[config.mk]
export PLATFORM = sky130hd
export DESIGN_NAME = operand_ea_gen
export DESIGN_NICKNAME = d
export VERILOG_FILES = /design/src/rtl/eag_pkg.sv /design/src/rtl/eag_regsel.sv /design/src/rtl/eag_unit.sv /design/src/rtl/eag_wb_arb.sv /design/src/rtl/operand_ea_gen.sv
export SDC_FILE = /design/constraint.sdc
export NUM_CORES = 1
export LEC_CHECK = 0
export BUFFER_PORTS_ARGS = -buffer_cell sky130_fd_sc_hd__buf_4
export CAP_MARGIN = 5
export CELL_PAD_IN_SITES_DETAIL_PLACEMENT = 1
export CELL_PAD_IN_SITES_GLOBAL_PLACEMENT = 1
export CORE_MARGIN = 2
export CORE_UTILIZATION = 42
export CTS_CLUSTER_DIAMETER = 60
export CTS_CLUSTER_SIZE = 12
export DETAILED_ROUTE_END_ITERATION = 12
export PLACE_DENSITY_LB_ADDON = 0.1
export SLEW_MARGIN = 20
export SYNTH_ARGS = -nofsm -noshare
export SYNTH_HDL_FRONTEND = slang
export SYNTH_SLANG_ARGS = --single-unit
[constraint.sdc]
create_clock -name clk_i -period 9.1 [get_ports clk_i]
set_input_delay 0.455 -clock clk_i [delete_from_list [all_inputs] [get_ports clk_i]]
set_output_delay 0.455 -clock clk_i [all_outputs]
set_load 0.005 [all_outputs]
[src/rtl/eag_pkg.sv]
package eag_pkg;
   localparam logic [3:0] AM_FILE    = 4'd0;
   localparam logic [3:0] AM_REGDIR  = 4'd1;
   localparam logic [3:0] AM_IND     = 4'd2;
   localparam logic [3:0] AM_POSTINC = 4'd3;
   localparam logic [3:0] AM_POSTDEC = 4'd4;
   localparam logic [3:0] AM_PREINC  = 4'd5;
   localparam logic [3:0] AM_PREDEC  = 4'd6;
   localparam logic [3:0] AM_INDEX   = 4'd7;
   localparam logic [3:0] AM_LITOFS  = 4'd8;

   function automatic logic am_is_modify(input logic [3:0] m);
      return (m >= AM_POSTINC) && (m <= AM_PREDEC);
   endfunction
endpackage

[src/rtl/eag_regsel.sv]
module eag_regsel #(
   parameter int DW   = 16,
   parameter int NREG = 16,
   localparam int RW  = $clog2(NREG)
) (
   input  logic [NREG*DW-1:0] regs_i,
   input  logic [RW-1:0]      sel_i,
   output logic [DW-1:0]      data_o
);
   logic [DW-1:0] bank [NREG];

   for (genvar k = 0; k < NREG; k++) begin : g_unpack
      assign bank[k] = regs_i[k*DW +: DW];
   end

   assign data_o = bank[sel_i];
endmodule

[src/rtl/eag_unit.sv]
module eag_unit
   import eag_pkg::*;
#(
   parameter int DW    = 16,
   parameter int LIT_W = 10
) (
   input  logic [3:0]       mode_i,
   input  logic             byte_op_i,
   input  logic [DW-1:0]    ptr_i,
   input  logic [DW-1:0]    idx_i,
   input  logic [DW-1:0]    faddr_i,
   input  logic [LIT_W-1:0] lit_i,
   output logic [DW-1:0]    ea_o,
   output logic             mem_o,
   output logic             wb_en_o,
   output logic [DW-1:0]    wb_data_o
);
   logic [DW-1:0] step, up, down, lit_ext;

   assign step    = byte_op_i ? DW'(1) : DW'(2);
   assign up      = ptr_i + step;
   assign down    = ptr_i - step;
   assign lit_ext = DW'($signed(lit_i));

   always_comb begin
      ea_o      = '0;
      mem_o     = 1'b0;
      wb_en_o   = 1'b0;
      wb_data_o = '0;
      case (mode_i)
         AM_FILE: begin
            ea_o  = faddr_i;
            mem_o = 1'b1;
         end
         AM_IND: begin
            ea_o  = ptr_i;
            mem_o = 1'b1;
         end
         AM_POSTINC: begin
            ea_o = ptr_i; mem_o = 1'b1; wb_en_o = 1'b1; wb_data_o = up;
         end
         AM_POSTDEC: begin
            ea_o = ptr_i; mem_o = 1'b1; wb_en_o = 1'b1; wb_data_o = down;
         end
         AM_PREINC: begin
            ea_o = up; mem_o = 1'b1; wb_en_o = 1'b1; wb_data_o = up;
         end
         AM_PREDEC: begin
            ea_o = down; mem_o = 1'b1; wb_en_o = 1'b1; wb_data_o = down;
         end
         AM_INDEX: begin
            ea_o  = ptr_i + idx_i;
            mem_o = 1'b1;
         end
         AM_LITOFS: begin
            ea_o  = ptr_i + lit_ext;
            mem_o = 1'b1;
         end
         default: ;
      endcase
   end
endmodule

[src/rtl/eag_wb_arb.sv]
module eag_wb_arb #(
   parameter int RW = 4
) (
   input  logic          src_req_i,
   input  logic [RW-1:0] src_reg_i,
   input  logic          dst_req_i,
   input  logic [RW-1:0] dst_reg_i,
   output logic          src_grant_o,
   output logic          dst_grant_o,
   output logic          conflict_o
);
   assign conflict_o  = src_req_i && dst_req_i && (src_reg_i == dst_reg_i);
   assign src_grant_o = src_req_i && !conflict_o;
   assign dst_grant_o = dst_req_i;
endmodule

[src/rtl/operand_ea_gen.sv]
module operand_ea_gen
   import eag_pkg::*;
#(
   parameter int DW      = 16,
   parameter int NREG    = 16,
   parameter int LIT_W   = 10,
   parameter bit REG_OUT = 1'b1,
   localparam int RW     = $clog2(NREG)
) (
   input  logic               clk_i,
   input  logic               rst_ni,
   input  logic               in_valid_i,
   input  logic               byte_op_i,
   input  logic [3:0]         src_mode_i,
   input  logic [RW-1:0]      src_reg_i,
   input  logic [3:0]         dst_mode_i,
   input  logic [RW-1:0]      dst_reg_i,
   input  logic [RW-1:0]      idx_reg_i,
   input  logic [DW-1:0]      faddr_i,
   input  logic [LIT_W-1:0]   lit_i,
   input  logic [NREG*DW-1:0] regs_i,
   output logic               out_valid_o,
   output logic [DW-1:0]      src_ea_o,
   output logic               src_mem_o,
   output logic [DW-1:0]      dst_ea_o,
   output logic               dst_mem_o,
   output logic               src_wb_en_o,
   output logic [RW-1:0]      src_wb_reg_o,
   output logic [DW-1:0]      src_wb_data_o,
   output logic               dst_wb_en_o,
   output logic [RW-1:0]      dst_wb_reg_o,
   output logic [DW-1:0]      dst_wb_data_o,
   output logic               conflict_o
);
   if (DW < 8)                   begin : g_bad_dw   $error("DW must be at least 8");            end
   if ((1 << RW) != NREG)        begin : g_bad_nreg $error("NREG must be a power of two");      end
   if (LIT_W < 2 || LIT_W > DW)  begin : g_bad_lit  $error("LIT_W must lie in 2..DW");          end

   localparam int NOP = 2;   // operand 0 = source, 1 = destination

   logic [3:0]    op_mode [NOP];
   logic [RW-1:0] op_reg  [NOP];
   logic [DW-1:0] op_ptr  [NOP];
   logic [DW-1:0] op_ea   [NOP];
   logic          op_mem  [NOP];
   logic          op_wb   [NOP];
   logic [DW-1:0] op_wbd  [NOP];
   logic [DW-1:0] idx_val;

   assign op_mode[0] = src_mode_i;
   assign op_mode[1] = dst_mode_i;
   assign op_reg[0]  = src_reg_i;
   assign op_reg[1]  = dst_reg_i;

   eag_regsel #(.DW(DW), .NREG(NREG)) u_idx_sel (
      .regs_i(regs_i), .sel_i(idx_reg_i), .data_o(idx_val)
   );

   for (genvar k = 0; k < NOP; k++) begin : g_op
      eag_regsel #(.DW(DW), .NREG(NREG)) u_sel (
         .regs_i(regs_i), .sel_i(op_reg[k]), .data_o(op_ptr[k])
      );
      eag_unit #(.DW(DW), .LIT_W(LIT_W)) u_unit (
         .mode_i(op_mode[k]), .byte_op_i(byte_op_i), .ptr_i(op_ptr[k]),
         .idx_i(idx_val), .faddr_i(faddr_i), .lit_i(lit_i),
         .ea_o(op_ea[k]), .mem_o(op_mem[k]), .wb_en_o(op_wb[k]), .wb_data_o(op_wbd[k])
      );
   end

   logic src_grant, dst_grant, clash;

   eag_wb_arb #(.RW(RW)) u_arb (
      .src_req_i(op_wb[0]), .src_reg_i(src_reg_i),
      .dst_req_i(op_wb[1]), .dst_reg_i(dst_reg_i),
      .src_grant_o(src_grant), .dst_grant_o(dst_grant), .conflict_o(clash)
   );

   if (REG_OUT) begin : g_reg
      always_ff @(posedge clk_i) begin
         if (!rst_ni || !in_valid_i) begin
            out_valid_o   <= 1'b0;
            src_ea_o      <= '0;
            src_mem_o     <= 1'b0;
            dst_ea_o      <= '0;
            dst_mem_o     <= 1'b0;
            src_wb_en_o   <= 1'b0;
            src_wb_reg_o  <= '0;
            src_wb_data_o <= '0;
            dst_wb_en_o   <= 1'b0;
            dst_wb_reg_o  <= '0;
            dst_wb_data_o <= '0;
            conflict_o    <= 1'b0;
         end else begin
            out_valid_o   <= 1'b1;
            src_ea_o      <= op_ea[0];
            src_mem_o     <= op_mem[0];
            dst_ea_o      <= op_ea[1];
            dst_mem_o     <= op_mem[1];
            src_wb_en_o   <= src_grant;
            src_wb_reg_o  <= src_grant ? src_reg_i : '0;
            src_wb_data_o <= src_grant ? op_wbd[0] : '0;
            dst_wb_en_o   <= dst_grant;
            dst_wb_reg_o  <= dst_grant ? dst_reg_i : '0;
            dst_wb_data_o <= dst_grant ? op_wbd[1] : '0;
            conflict_o    <= clash;
         end
      end

      // register direct on the destination never touches memory
      a_r2_regdir_quiet: assert property (@(posedge clk_i) disable iff (!rst_ni)
         in_valid_i && dst_mode_i == AM_REGDIR |=> !dst_mem_o && !dst_wb_en_o && dst_ea_o == '0);
      // post-increment writes back EA plus step
      a_r4_post_step: assert property (@(posedge clk_i) disable iff (!rst_ni)
         in_valid_i && dst_mode_i == AM_POSTINC |=>
            dst_wb_en_o && dst_wb_data_o == dst_ea_o + ($past(byte_op_i) ? DW'(1) : DW'(2)));
      // pre-modify writes back exactly the EA used
      a_r5_pre_same: assert property (@(posedge clk_i) disable iff (!rst_ni)
         in_valid_i && (dst_mode_i == AM_PREINC || dst_mode_i == AM_PREDEC) |=>
            dst_wb_en_o && dst_wb_data_o == dst_ea_o);
      // a conflict keeps only the destination update
      a_r10_dst_wins: assert property (@(posedge clk_i) disable iff (!rst_ni)
         conflict_o |-> dst_wb_en_o && !src_wb_en_o);
      // two granted writes never target one register
      a_r10_distinct: assert property (@(posedge clk_i) disable iff (!rst_ni)
         src_wb_en_o && dst_wb_en_o |-> src_wb_reg_o != dst_wb_reg_o);
      // an idle cycle yields quiet outputs
      a_r11_idle_quiet: assert property (@(posedge clk_i) disable iff (!rst_ni)
         !in_valid_i |=> !out_valid_o && !src_mem_o && !dst_mem_o &&
                         !src_wb_en_o && !dst_wb_en_o && !conflict_o);
   end else begin : g_comb
      always_comb begin
         out_valid_o   = in_valid_i;
         src_ea_o      = in_valid_i ? op_ea[0] : '0;
         src_mem_o     = in_valid_i && op_mem[0];
         dst_ea_o      = in_valid_i ? op_ea[1] : '0;
         dst_mem_o     = in_valid_i && op_mem[1];
         src_wb_en_o   = in_valid_i && src_grant;
         src_wb_reg_o  = src_wb_en_o ? src_reg_i : '0;
         src_wb_data_o = src_wb_en_o ? op_wbd[0] : '0;
         dst_wb_en_o   = in_valid_i && dst_grant;
         dst_wb_reg_o  = dst_wb_en_o ? dst_reg_i : '0;
         dst_wb_data_o = dst_wb_en_o ? op_wbd[1] : '0;
         conflict_o    = in_valid_i && clash;
      end
   end
endmodule

==> results.md <==
* Status: complete, no violations
* Final wirelength at 59200 um
* CP Data Arrival Time at 5160 ps
* Mapped Area at 12800 sq um
* Max Slew Vio Count at 0
* Share of cells above drive strength 1 at 41.0%
* Req. time, crit path at 9380 ps
* Post-layout minimum cycle time at 4870 ps
* Die ar. at 31900 sq um
* Die W at 179 um
* Core area at 29800 sq um
* Synth Area in Adders at 4.73%
* NumNets Final at 1912
* Largest net degree at the start of global routing at 64
* Setup TNS at 0 ps
* Antenna violations before repair at 12
* WL/cell at 30.1 um
* Met2 Wirelength at 28200 um
* IO Count at 384
* Hpwl dp at 46900 um
* VDD IR max at 0.0865 mV
* Initial Util at 42.9%
* Routed vias/inst at 6.93
* CTS root buf: clkbuf_16
* Fin cells at 1969
* Multi-input logic area at 10600 sq um
* Compound-Gate Fraction of Synth Area at 15.4%
* Pleak at 6.59 nW
* Worst-Margin Slew at 1100 ps
* Main combinational cell family by area after synthesis: multiplexers
* Row count at 63
* Cell variety after synth at 81
* Metal3 WL at 5070 um
* Hold_buf cts at 0
* DRC violations left at 0
* CTS resizes at 0
* Sequential standard cell area at 1560 sq um
* Critical-path top delay cell: nor4b_2
* Main synth FF type: dfxtp_1
* Cell Pwr Density at 118 nW/um^2
* Startpoint types: input port
* Max incr delay on CP at 830 ps
* Post-synth EDFFs at 0
* Yosys reg bits at 78
* CP cell instances: buf_4, buf_4, mux4_2, mux4_2, inv_1, ha_1, inv_1, fa_1, nor4b_2, and3_1, xnor2_1, nand2_1, and3_1, o211ai_1
* H-tree depth at 3
* Worst Path Max Fanout at 50
* Post-CTS setup repair buffer count at 0
* Critical Path End Type: register
* Die height at 179 um
* Simple-Gate Fraction of Synth Area at 15.1%
* Worst slew margin at 26.4%
* Max-Cap Viols at 0
* Post-Synth XOR/XNOR Area at 4.17%
* Net Count, Synth at 1607
* Async S/R FF share, synth at 0%
* Met1 WL at 22600 um
* Highest clock rate at 205 MHz
* Clk sink count at 78
* RSZ-0062 raised after global routing: no
* CTS tree: yes
* Clk slew on worst S/H paths at 70 ps
* CP top delay family: simple AND/OR/NAND/NOR gates
* Count of final setup violators at 0
* Total congestion overflow at 0
* CTS buffer count at 9
* Top sig layer: met5
* Vias in the first global route at 14076
* Synthesized area per cell at 10.2 sq um
* DRT iter0 DRCs at 1398
* Layout Area Growth over Synthesis at 25.9%
* Hold Vio Cnt, Final at 0
* Crit path buf inv count at 4
* Global Route Usage Sum at 37.0%
* Sequential element share of the synthesized area at 12.2%
* Drt first pass iters at 8
* Synthesized instance count at 1257
* Hold Path Class: in -> reg
* Part of the cycle the worst path needs at 53.6%
* Max Buffers Root-to-Sink at 2
* Final ANT Viol Nets at 0
* Layout fillers at 3365
* Port Buf Inserts at 383
* WS Path Type: in -> reg
* Placed inst area at 15700 sq um
* Design Area, Final at 16100 sq um
* Mux contribution to synthesized area at 42.8%
* Gp weighted congestion at 0.928
* Routed vias at 13637
* Dpl cells at 1941
* Synth warnings at 0
* Global-route wire length before repair at 87500 um
per-layer routing:
metal	global-route usage (%)	vias up
li1	-	5703
met4	20.3	2
met3	7.35	167
met1	46.5	6891
met5	0	-
met2	59.8	874
cells by family after synthesis:
logic type | count (synthesis)
AOI/OAI and AO/OA | 284
xor gates and xnor gates | 60
adders and majority gates | 45
buffers and inverters | 137
DFF | 78
muxes | 259
and+or+nand+nor | 394
final cells by class:
type / count / share of cell area (%)
antenna: 12 / 0.186
clock buffer: 9 / 1.40
clock inverter: 7 / 0.754
inverter: 30 / 0.699
multi-input combinational: 1042 / 65.5
sequential: 78 / 9.70
tap: 390 / 3.03
timing repair buffer: 401 / 18.7
flip-flops by register name, summed over array words and instances (netlist names):
name           cells
dst_wb_en_o        1
dst_mem_o          1
dst_wb_reg_o       4
out_valid_o        1
src_wb_en_o        1
dst_wb_data_o     16
src_wb_data_o     16
src_ea_o          16
src_wb_reg_o       4
src_mem_o          1
dst_ea_o          16
conflict_o         1
worst min-delay path, delay by kind of cell:
family / cells / cell delay, ps
buffers and inverters: 1 / 110
AOI/OAI and AO/OA: 2 / 160
Yosys cell counts, drive strengths merged (13+ instances only):
library cell,count,area (sq um)
mux4,219,5060
nand2,161,607
nor2,80,310
dfxtp,78,1560
a21oi,57,285
clkbuf,55,214
buf,52,397
a22oi,42,320
o21ai,39,195
ha,38,475
mux2i,38,388
xnor2,34,305
inv,30,113
nor3,28,161
xor2,26,228
a221oi,25,225
o22ai,19,119
a211oi,18,135
nand3,18,95.1
a31oi,16,100
and3,16,100
and2,14,87.6
nor2b,14,87.6
or3,14,97.6
a21o,13,97.6
stage by stage:
step | power [mW] | setup slack [ps] | util, % | hold WS, ps
after CTS | 1.88 | 4200 | 53.9 | 403
after global placement | 1.42 | 3920 | 52.7 | 770
after floorplan | 1.07 | 3930 | - | 615
after global routing | 1.99 | 3840 | 54.0 | 410
after detailed placement | 1.44 | 3840 | 52.8 | 766
final | 1.90 | 4230 | 54.0 | 409
where the power goes:
group	leakage (nW)	internal, mW	total, mW	switching [mW]
registers	0.632	0.353	0.356	0.00366
logic	5.78	0.500	1.11	0.611
clock network	0.170	0.270	0.428	0.159
worst paths after layout:
| check | cells after the start | endpoint | start |
|---|---|---|---|
| min | 3 | dst_ea_o[13] | faddr_i[13] |
| max | 14 | dst_ea_o[14] | dst_reg_i[0] |
layout by cell type, fill, tap and decap left out, drive strengths merged, types with 4 or more instances in the layout:
cell,instances
nor2b,14
a21oi,57
xor2,26
a41oi,4
nand2,161
or4,4
nor4,7
and2,14
a211oi,18
nand3b,6
nand4,8
a221oi,25
ha,38
a222oi,8
clkbuf,9
nor3,28
o221a,6
o21ai,39
o21bai,4
a21o,13
a22o,4
o22ai,19
and3,16
inv,31
nor2,80
nand2b,7
a31oi,16
or2,6
or3,14
dfxtp,78
buf,401
diode,12
mux4,219
o211ai,8
nand3,18
xnor2,34
mux2i,38
a22oi,42
fa,6
(Power assumes the default switching activity.)
